[src/rtl/probe_pkg.sv]
// probe_pkg: default sizes shared by the inbox and its bench.
// Assumes: nothing; pure constants.
package probe_pkg;
    parameter int unsigned INBOX_DEPTH = 8;
    parameter int unsigned INBOX_LINE_W = 16;
    parameter int unsigned INBOX_DATA_W = 32;
endpackage

[src/rtl/probe_fifo.sv]
// probe_fifo: circular buffer holding pending invalidations.
// Assumes: DEPTH is a power of two; caller never writes when full
// and never reads when empty.
module probe_fifo #(
    parameter int unsigned DEPTH = 8,
    parameter int unsigned W     = 16,
    localparam int unsigned PW   = (DEPTH > 1) ? $clog2(DEPTH) : 1,
    localparam int unsigned CW   = $clog2(DEPTH + 1)
) (
    input  logic          clk,
    input  logic          rst_n,
    input  logic          wr_en,
    input  logic [W-1:0]  wr_data,
    input  logic          rd_en,
    output logic [W-1:0]  rd_data,
    output logic          full,
    output logic          empty,
    output logic [CW-1:0] level
);
    logic [W-1:0]  mem [DEPTH];
    logic [PW-1:0] wp, rp;
    logic [CW-1:0] cnt;

    // Storage write; no reset needed on data.
    always_ff @(posedge clk) begin
        if (wr_en) mem[wp] <= wr_data;
    end

    // Pointer and occupancy bookkeeping.
    always_ff @(posedge clk) begin
        if (!rst_n) begin
            wp  <= '0;
            rp  <= '0;
            cnt <= '0;
        end else begin
            if (wr_en) wp <= wp + 1'b1;
            if (rd_en) rp <= rp + 1'b1;
            cnt <= cnt + CW'(wr_en) - CW'(rd_en);
        end
    end

    // Status outputs.
    always_comb begin
        rd_data = mem[rp];
        full    = (cnt == CW'(DEPTH));
        empty   = (cnt == '0);
        level   = cnt;
    end

    // capacity never exceeded.
    a_r4_no_overflow: assert property (@(posedge clk) disable iff (!rst_n)
        full |-> !wr_en);
    // never read from an empty buffer.
    a_r5_no_underflow: assert property (@(posedge clk) disable iff (!rst_n)
        empty |-> !rd_en);
endmodule

[src/rtl/barrier_tracker.sv]
// barrier_tracker: snapshots queue occupancy at barrier acceptance and
// counts hand-offs down to zero, then pulses done for one cycle.
// Assumes: pop is 1 only when the queue is non-empty.
module barrier_tracker #(
    parameter int unsigned CW = 4
) (
    input  logic          clk,
    input  logic          rst_n,
    input  logic          req_valid,
    output logic          req_ready,
    input  logic [CW-1:0] level,
    input  logic          pop,
    output logic          done
);
    logic          open_q;
    logic [CW-1:0] remain;

    // Completion and request-accept decode.
    always_comb begin
        done      = open_q && (remain == '0);
        req_ready = !open_q;
    end

    // Open/close the barrier and track entries still owed.
    always_ff @(posedge clk) begin
        if (!rst_n) begin
            open_q <= 1'b0;
            remain <= '0;
        end else if (!open_q) begin
            if (req_valid) begin
                open_q <= 1'b1;
                remain <= level - CW'(pop);
            end
        end else if (done) begin
            open_q <= 1'b0;
        end else if (pop) begin
            remain <= remain - 1'b1;
        end
    end

    // accepted barrier closes the request port next cycle.
    a_r9_single_open: assert property (@(posedge clk) disable iff (!rst_n)
        (req_valid && req_ready) |=> !req_ready);
    // done only while the port is closed.
    a_r9_done_closed: assert property (@(posedge clk) disable iff (!rst_n)
        done |-> !req_ready);
    // done lasts a single cycle.
    a_r7_done_pulse: assert property (@(posedge clk) disable iff (!rst_n)
        done |=> !done);
endmodule

[src/rtl/reply_bypass.sv]
// reply_bypass: one register stage carrying read replies to the core,
// independent of the invalidation queue.
// Assumes: the core always accepts a reply.
module reply_bypass #(
    parameter int unsigned DW = 32
) (
    input  logic          clk,
    input  logic          rst_n,
    input  logic          in_valid,
    input  logic [DW-1:0] in_data,
    output logic          out_valid,
    output logic [DW-1:0] out_data
);
    // Register the reply.
    always_ff @(posedge clk) begin
        if (!rst_n) begin
            out_valid <= 1'b0;
            out_data  <= '0;
        end else begin
            out_valid <= in_valid;
            if (in_valid) out_data <= in_data;
        end
    end

    // every reply reaches the core one cycle later.
    a_r6_bypass: assert property (@(posedge clk) disable iff (!rst_n)
        in_valid |=> (out_valid && out_data == $past(in_data)));
endmodule

[src/rtl/probe_inbox.sv]
// probe_inbox: incoming coherence path. Queues invalidations with early
// acknowledge, feeds them to the tag array, bypasses replies, and
// completes barriers once the snapshot of queued entries has drained.
// Assumes: sender honours inv_ready; core holds bar_valid until taken.
module probe_inbox
    import probe_pkg::*;
#(
    parameter int unsigned DEPTH  = INBOX_DEPTH,
    parameter int unsigned LINE_W = INBOX_LINE_W,
    parameter int unsigned DATA_W = INBOX_DATA_W,
    localparam int unsigned CW    = $clog2(DEPTH + 1)
) (
    input  logic              clk,
    input  logic              rst_n,
    input  logic              inv_valid,
    input  logic [LINE_W-1:0] inv_line,
    output logic              inv_ready,
    output logic              inv_ack,
    input  logic              rsp_valid,
    input  logic [DATA_W-1:0] rsp_data,
    output logic              core_rsp_valid,
    output logic [DATA_W-1:0] core_rsp_data,
    output logic              tag_valid,
    output logic [LINE_W-1:0] tag_line,
    input  logic              tag_ready,
    input  logic              bar_valid,
    output logic              bar_ready,
    output logic              bar_done
);
    logic          push, pop, full, empty;
    logic [CW-1:0] level;

    // Handshake decode at both queue ends.
    always_comb begin
        inv_ready = !full;
        push      = inv_valid && !full;
        tag_valid = !empty;
        pop       = tag_valid && tag_ready;
    end

    // Early acknowledge: one cycle after acceptance.
    always_ff @(posedge clk) begin
        if (!rst_n) inv_ack <= 1'b0;
        else        inv_ack <= push;
    end

    probe_fifo #(.DEPTH(DEPTH), .W(LINE_W)) u_fifo (
        .clk(clk), .rst_n(rst_n),
        .wr_en(push), .wr_data(inv_line),
        .rd_en(pop), .rd_data(tag_line),
        .full(full), .empty(empty), .level(level)
    );

    barrier_tracker #(.CW(CW)) u_bar (
        .clk(clk), .rst_n(rst_n),
        .req_valid(bar_valid), .req_ready(bar_ready),
        .level(level), .pop(pop), .done(bar_done)
    );

    reply_bypass #(.DW(DATA_W)) u_rsp (
        .clk(clk), .rst_n(rst_n),
        .in_valid(rsp_valid), .in_data(rsp_data),
        .out_valid(core_rsp_valid), .out_data(core_rsp_data)
    );

    // acceptance is acknowledged next cycle.
    a_r2_early_ack: assert property (@(posedge clk) disable iff (!rst_n)
        (inv_valid && inv_ready) |=> inv_ack);
    // refused probe gets no acknowledge.
    a_r4_no_ack_when_full: assert property (@(posedge clk) disable iff (!rst_n)
        (!inv_ready && !pop) |=> !inv_ack);
    // stalled head holds its line.
    a_r5_head_stable: assert property (@(posedge clk) disable iff (!rst_n)
        (tag_valid && !tag_ready) |=> (tag_valid && $stable(tag_line)));
endmodule

[config.mk]
export PLATFORM = sky130hd
export DESIGN_NAME = probe_inbox
export DESIGN_NICKNAME = d
export VERILOG_FILES = /design/src/rtl/probe_pkg.sv /design/src/rtl/probe_fifo.sv /design/src/rtl/barrier_tracker.sv /design/src/rtl/reply_bypass.sv /design/src/rtl/probe_inbox.sv
export SDC_FILE = /design/constraint.sdc
export NUM_CORES = 1
export LEC_CHECK = 0
export CAP_MARGIN = 20
export CORE_AREA = 2 2 137 139
export DETAILED_ROUTE_END_ITERATION = 10
export DIE_AREA = 0 0 139 141
export HOLD_SLACK_MARGIN = 0.1
export PLACE_DENSITY = 0.62
export REMOVE_ABC_BUFFERS = 1
export SYNTH_ARGS = -nofsm -noshare
export SYNTH_HDL_FRONTEND = slang
export SYNTH_SLANG_ARGS = --single-unit
[constraint.sdc]
create_clock -name clk -period 3.1 [get_ports clk]
set_input_delay 0.62 -clock clk [delete_from_list [all_inputs] [get_ports clk]]
set_output_delay 0.62 -clock clk [all_outputs]
set_load 0.005 [all_outputs]
=== Yosys cells after proc, flatten, opt, wreduce, memory -nomap -nowiden ===
Memories as Yosys holds them, arrays and structs flattened. A register that Yosys moved wholly into a read port is not among the register bits.
Index checks and enable logic that the tools add are counted.

* Add/sub/neg operators: 6
* Divide/modulo/power cells: 0
* Shifts and indexed selects: 0
* Multiplexer cells: 11
* Reductions and logical operators: 10
* Eq/ne operators: 3
* Multipliers: 0
* Bitwise gates (word level): 0
* Magnitude comparators: 0

{| class="wikitable"
|+ Operators with widths
! cell !! number
|-
| two-way mux 4 bit || 4
|-
| zero test 4 bit || 2
|-
| subtractor 4 x 1 -> 4 bit || 2
|-
| adder 3 x 1 -> 3 bit, second input constant || 2
|-
| two-way mux 3 bit || 2
|-
| two-way mux 1 bit || 5
|-
| adder 4 x 1 -> 4 bit || 1
|-
| == test 4 bit, second input constant || 1
|-
| subtractor 4 x 1 -> 4 bit, second input constant || 1
|-
| logical AND 1 bit || 3
|-
| zero test 1 bit || 3
|-
| AND reduction 3 bit || 1
|-
| inequality test 2 x 1 -> 1 bit, second input constant || 1
|-
| inequality test 2 bit, second input constant || 1
|-
| nonzero test 2 bit || 1
|}

* Input bits: 54
* ROM bits: 0
* Logic and storage cells: 39
* Bits in latches: 0
* Register bits after elaboration: 49
* Bits in writable memories: 128
* Output and inout port bits: 54
* Memories kept: 1

{| class="wikitable"
|+ Memory list
! memory !! depth !! width !! read ports !! clocked after Yosys merged registers in !! wr ports !! RTL line !! source
|-
| u_fifo.mem || 8 || 16 || 1 || 1 || 1 || probe_fifo.sv:20 || <nowiki>logic [W-1:0] mem [DEPTH];</nowiki>
|}

=== Depth between registers and ports, before layout ===
* Depth after elaboration: 6
* Gate-level depth with buffers: 13
* Depth with buffers taken out: 12

=== Hierarchy ===
A second synthesis with hierarchy kept.

* Cells, all modules: 410
* Area, all modules: 7257.0 µm²

{| class="wikitable"
|+ By module, submodules not included
! module !! seq. area each (µm²) !! times used !! cells each !! area an instance (µm²)
|-
| probe_fifo || 4103.9 || 1 || 255 || 5559.1
|-
| reply_bypass || 660.6 || 1 || 105 || 1270.0
|-
| barrier_tracker || 100.1 || 1 || 44 || 379.1
|-
| probe_inbox || 20.0 || 1 || 6 || 48.8
|}

=== Worst setup path after synthesis ===
Ideal clock, no wire load.

* Path kind: reg-to-reg
* Start point: register u_fifo.cnt[2] (netlist: u_fifo.level[2])
* End point: memory u_fifo.mem[0][0] (enable)
* Required time: 2.670 ns
* Setup time: 0.430 ns
* Arrival time: 2.520 ns
* Clock period less this slack: 2.951 ns
* Path slack: 0.149 ns
* Buffers on the path: 0
* Cell stages (with the launch flop): 6
* Path through: dfxtp_1 -> inv_1 -> ha_1 -> or3b_1 -> nand2_1 -> nor4_1

* Longest elaborated chain between the ends: 5

{| class="wikitable"
|+ Ends and longest elaborated chain
! element !! RTL line !! source
|-
| start, declared || probe_fifo.sv:22 || <nowiki>logic [CW-1:0] cnt;</nowiki>
|-
| start signal, assigned || probe_fifo.sv:38 || <nowiki>cnt <= cnt + CW'(wr_en) - CW'(rd_en);</nowiki>
|-
| == test 4 bit || probe_fifo.sv:45 || <nowiki>full = (cnt == CW'(DEPTH));</nowiki>
|-
| zero test 1 bit || - ||
|-
| named net inv_ready || probe_inbox.sv:17 || <nowiki>output logic inv_ready,</nowiki>
|-
| logical AND 1 bit || probe_inbox.sv:36 || <nowiki>push = inv_valid && !full;</nowiki>
|-
| two-way mux 1 bit || probe_fifo.sv:26 || <nowiki>if (wr_en) mem[wp] <= wr_data;</nowiki>
|-
| two-way mux 1 bit (not written as such) || probe_fifo.sv:26 ||
|-
| end, declared || probe_fifo.sv:20 ||
|}

The timed path passes the listed nets, and every way through them passes these cells.

==> flow_summary_export.csv <==
group,metric,value,unit
logic_synthesis,synth.cell_area,7100,µm²
logic_synthesis,yosysWarnings,0,
clocking,clock_latency,0.42,ns
clocking,cts_buffer_depth,2,
logic_synthesis,ys_ff_latch,180,
finish,layout_common_cells,"128 x edfxtp_1, 106 x clkdlybuf4s50_1, 52 x dfxtp_1",
die,boundaryPins,108,
worst_hold_path,hold_end,"u_rsp.out_data[20]",
worst_hold_path,min-delay-start,"u_rsp.out_data[20]",
routing,num_vias,3839,
finish,multi_input_area,2070,µm²
sta,setup_tns,0,ns
worst_hold_path,hold_path_class,"flop to flop",
finish,antenna_cells,0,
global_route,grt_pass1_wl,21200,µm
clocking,cts_resized,0,
logic_synthesis,ys_seq_area_share,68.8,%
logic_synthesis,netlist_instances,405,
sta,slew_headroom,38.4,%
die,die_y,141,µm
finish,nets,591,
global_route,met1_usage,17.7,%
critical_path,r2r_start,"u_fifo.level[2]",
global_route,grt_start_max_net_pins,47,
finish,drive_above_1_share,13.0,%
global_route,grt_pass1_vias,4053,
critical_path,critPathRequiredTime,2.48,ns
routing,dr.first_iter.drc_count,128,
placed_design,dp_slack,0.423,ns
placed_design,hpwlAfterDp,8110,µm
finish,layout.cells.non_filler,771,
logic_synthesis,yosys-top-cells-area,"edfxtp_1 54%, dfxtp_1 15%, mux4_1 10%",
critical_path,crit_type,"flop to output port",
die,die_w,139,µm
routing,via_per_inst,4.98,
placed_design,dp.cells,739,
sta,fin_skew,0.00865,ns
die,num_rows,50,
critical_path,cp.arrival,2.37,ns
routing,wl_per_cell,17.6,µm
sta,drv_slew,0,
global_route,grtUsageMet2,23.3,%
clocking,cts_hold_buf,0,
pwr,p_leak,3.19,nW
sta,worstMarginPinSlew,0.924,ns
clocking,cts_max_level,4,
pwr,finalPower,0.00651,W
run,maxCapViolCount,0,
status,status,"completed",
pwr,worst_ir_drop_vdd,0.403,mV
finish,fillCellCount,1556,
sta,grt_setup_unrepaired,"false",
critical_path,r2r_slack,0.47,ns
routing,wirelength,13600,µm
finish,area_growth,27.0,%
critical_path,cp_max_fo,32,
routing,drc_errors,0,
global_route,grt_antenna_before_repair,0,
routing,dr.pass1.iters,4,
logic_synthesis,yosysTopAreaCell,"edfxtp_1",
pwr,powerDensity,722,nW/µm²
finish,seq_area,4880,µm²
die,start_util,38.9,%
clocking,cts_root_buf,"clkbuf_16",
worst_hold_path,hold_depth,2,
placed_design,place.gp.congestion,0.731,
global_route,met3_usage,5.40,%
critical_path,reg2regPathDepth,12,
logic_synthesis,synth_top_area_share,54.1,%
sta,fmax,0.335,GHz
routing,ant_nets,0,
clocking,clk_pin_slew,0.07,ns
critical_path,crit_path_end_kind,"output port",
clocking,cts_sinks,180,
die,core_area,18300,µm²
clocking,cts_made_buffers,17,
global_route,busiest_layer,"met2",
clocking,cts_tree,"built",
logic_synthesis,ys_types,37,
sta,fin_crit_sh,96.4,%
sta,fin_crit,2.99,ns
die,fp.dieArea,19600,µm²
sta,setup_viol,0,
sta,finalWorstSetupSlack,0.112,ns
placed_design,io_buffers,107,
finish,final_common_cell,"edfxtp_1",
logic_synthesis,synth_area_per_cell,17.5,µm²
global_route,grt_overflow_total,0,
critical_path,r2r-end,"u_fifo.level[2]",
sta,hold_viol_final,0,
critical_path,startpoint_type,"flop",
clocking,post_cts.repair.setup_buffers,0,
global_route,grt.total_usage,14.3,%
==> cell type report <==
cell class              instances  area share, %
well taps                     234           3.25
flip-flops and latches        180           54.1
repair buffers                118           12.9
inverters                      13          0.541
clock inverters                14           1.53
multi-input cells             194           22.9
clock buffers                  18           4.76
==> where the power goes <==
part | internal, W | switching, W | leakage [nW]
Combinational | 0.000910 | 0.000677 | 1.33
Sequential | 0.00278 | 0.000108 | 1.59
Clock | 0.00118 | 0.000858 | 0.266
Total | 0.00487 | 0.00164 | 3.19
==> routing by layer <==
metal | routed length, µm | part of all wire [%]
met1 | 5900 | 43
met2 | 6560 | 48
met3 | 969 | 7.1
met4 | 163 | 1.2
met5 | 0 | 0
==> per-stage QoR <==
| stage | instance area, µm² | utilization, % | hold WS, ns |
|---|---|---|---|
| 2_1_floorplan | 6970 | - | 0.454 |
| 6_report | 9020 | 49.4 | 0.497 |
| 3_5_place_dp | 8450 | 46.3 | 0.483 |
| 5_1_grt | 9020 | 49.4 | 0.519 |
| 4_1_cts | 9020 | 49.4 | 0.503 |
| 3_3_place_gp | 8450 | 46.3 | 0.471 |
==> flip-flops by register name, summed over array words and instances (netlist names), named ones only <==
register         flops
u_rsp.out_valid      1
u_fifo.level         4
u_bar.remain         4
inv_ack              1
u_fifo.mem         128
u_rsp.out_data      32
u_bar.open_q         1
u_fifo.rp            3
u_fifo.wp            3
==> worst max path at each step <==
stage / start / endpoint / slack [ns]
2_1_floorplan: u_fifo.level[2] / u_fifo.mem[0][0] / 0.15
3_3_place_gp: tag_ready / u_fifo.level[2] / 0.47
3_5_place_dp: tag_ready / u_fifo.level[2] / 0.42
4_1_cts: flop / tag_line[6] / 0.07
5_1_grt: flop / tag_line[8] / 0.008
6_report: flop / tag_line[10] / 0.11
==> synth_stat cells (all sizes together) <==
cell and n:
nor4 1, edfxtp 128, o221a 2, nand2 9, and2 2, xor2 6
mux2i 33, or3 1, xnor2 3, nor3 6, a211oi 1, dfxtp 52
a31oi 1, or3b 2, o21bai 2, buf 15, mux4 32, nand2b 2
nor4bb 1, or2 1, ha 12, nand3 3, o31ai 1, o211ai 1
nor2 47, mux2 16, clkbuf 3, inv 13, fa 1, a21oi 5
o21ai 3
==> critical path: stages, from the launching register on <==
cell and delay [ns]:
dfxtp_1 0.35, buf_12 0.25, mux4_1 0.57, mux2_2 0.27
clkdlybuf4s50_1 0.50
==> kinds of logic after synthesis <==
family                   share of synthesized area (%)
flip-flops                                        68.8
multiplexers                                      18.8
AND/OR/NAND/NOR                                   4.81
buffers and inverters                             2.52
AO/OA/AOI/OAI                                     1.66
adder cells (fa/ha/maj)                           2.40
XOR/XNOR                                          1.11
No activity file was read; power rests on OpenSTA's default activity.
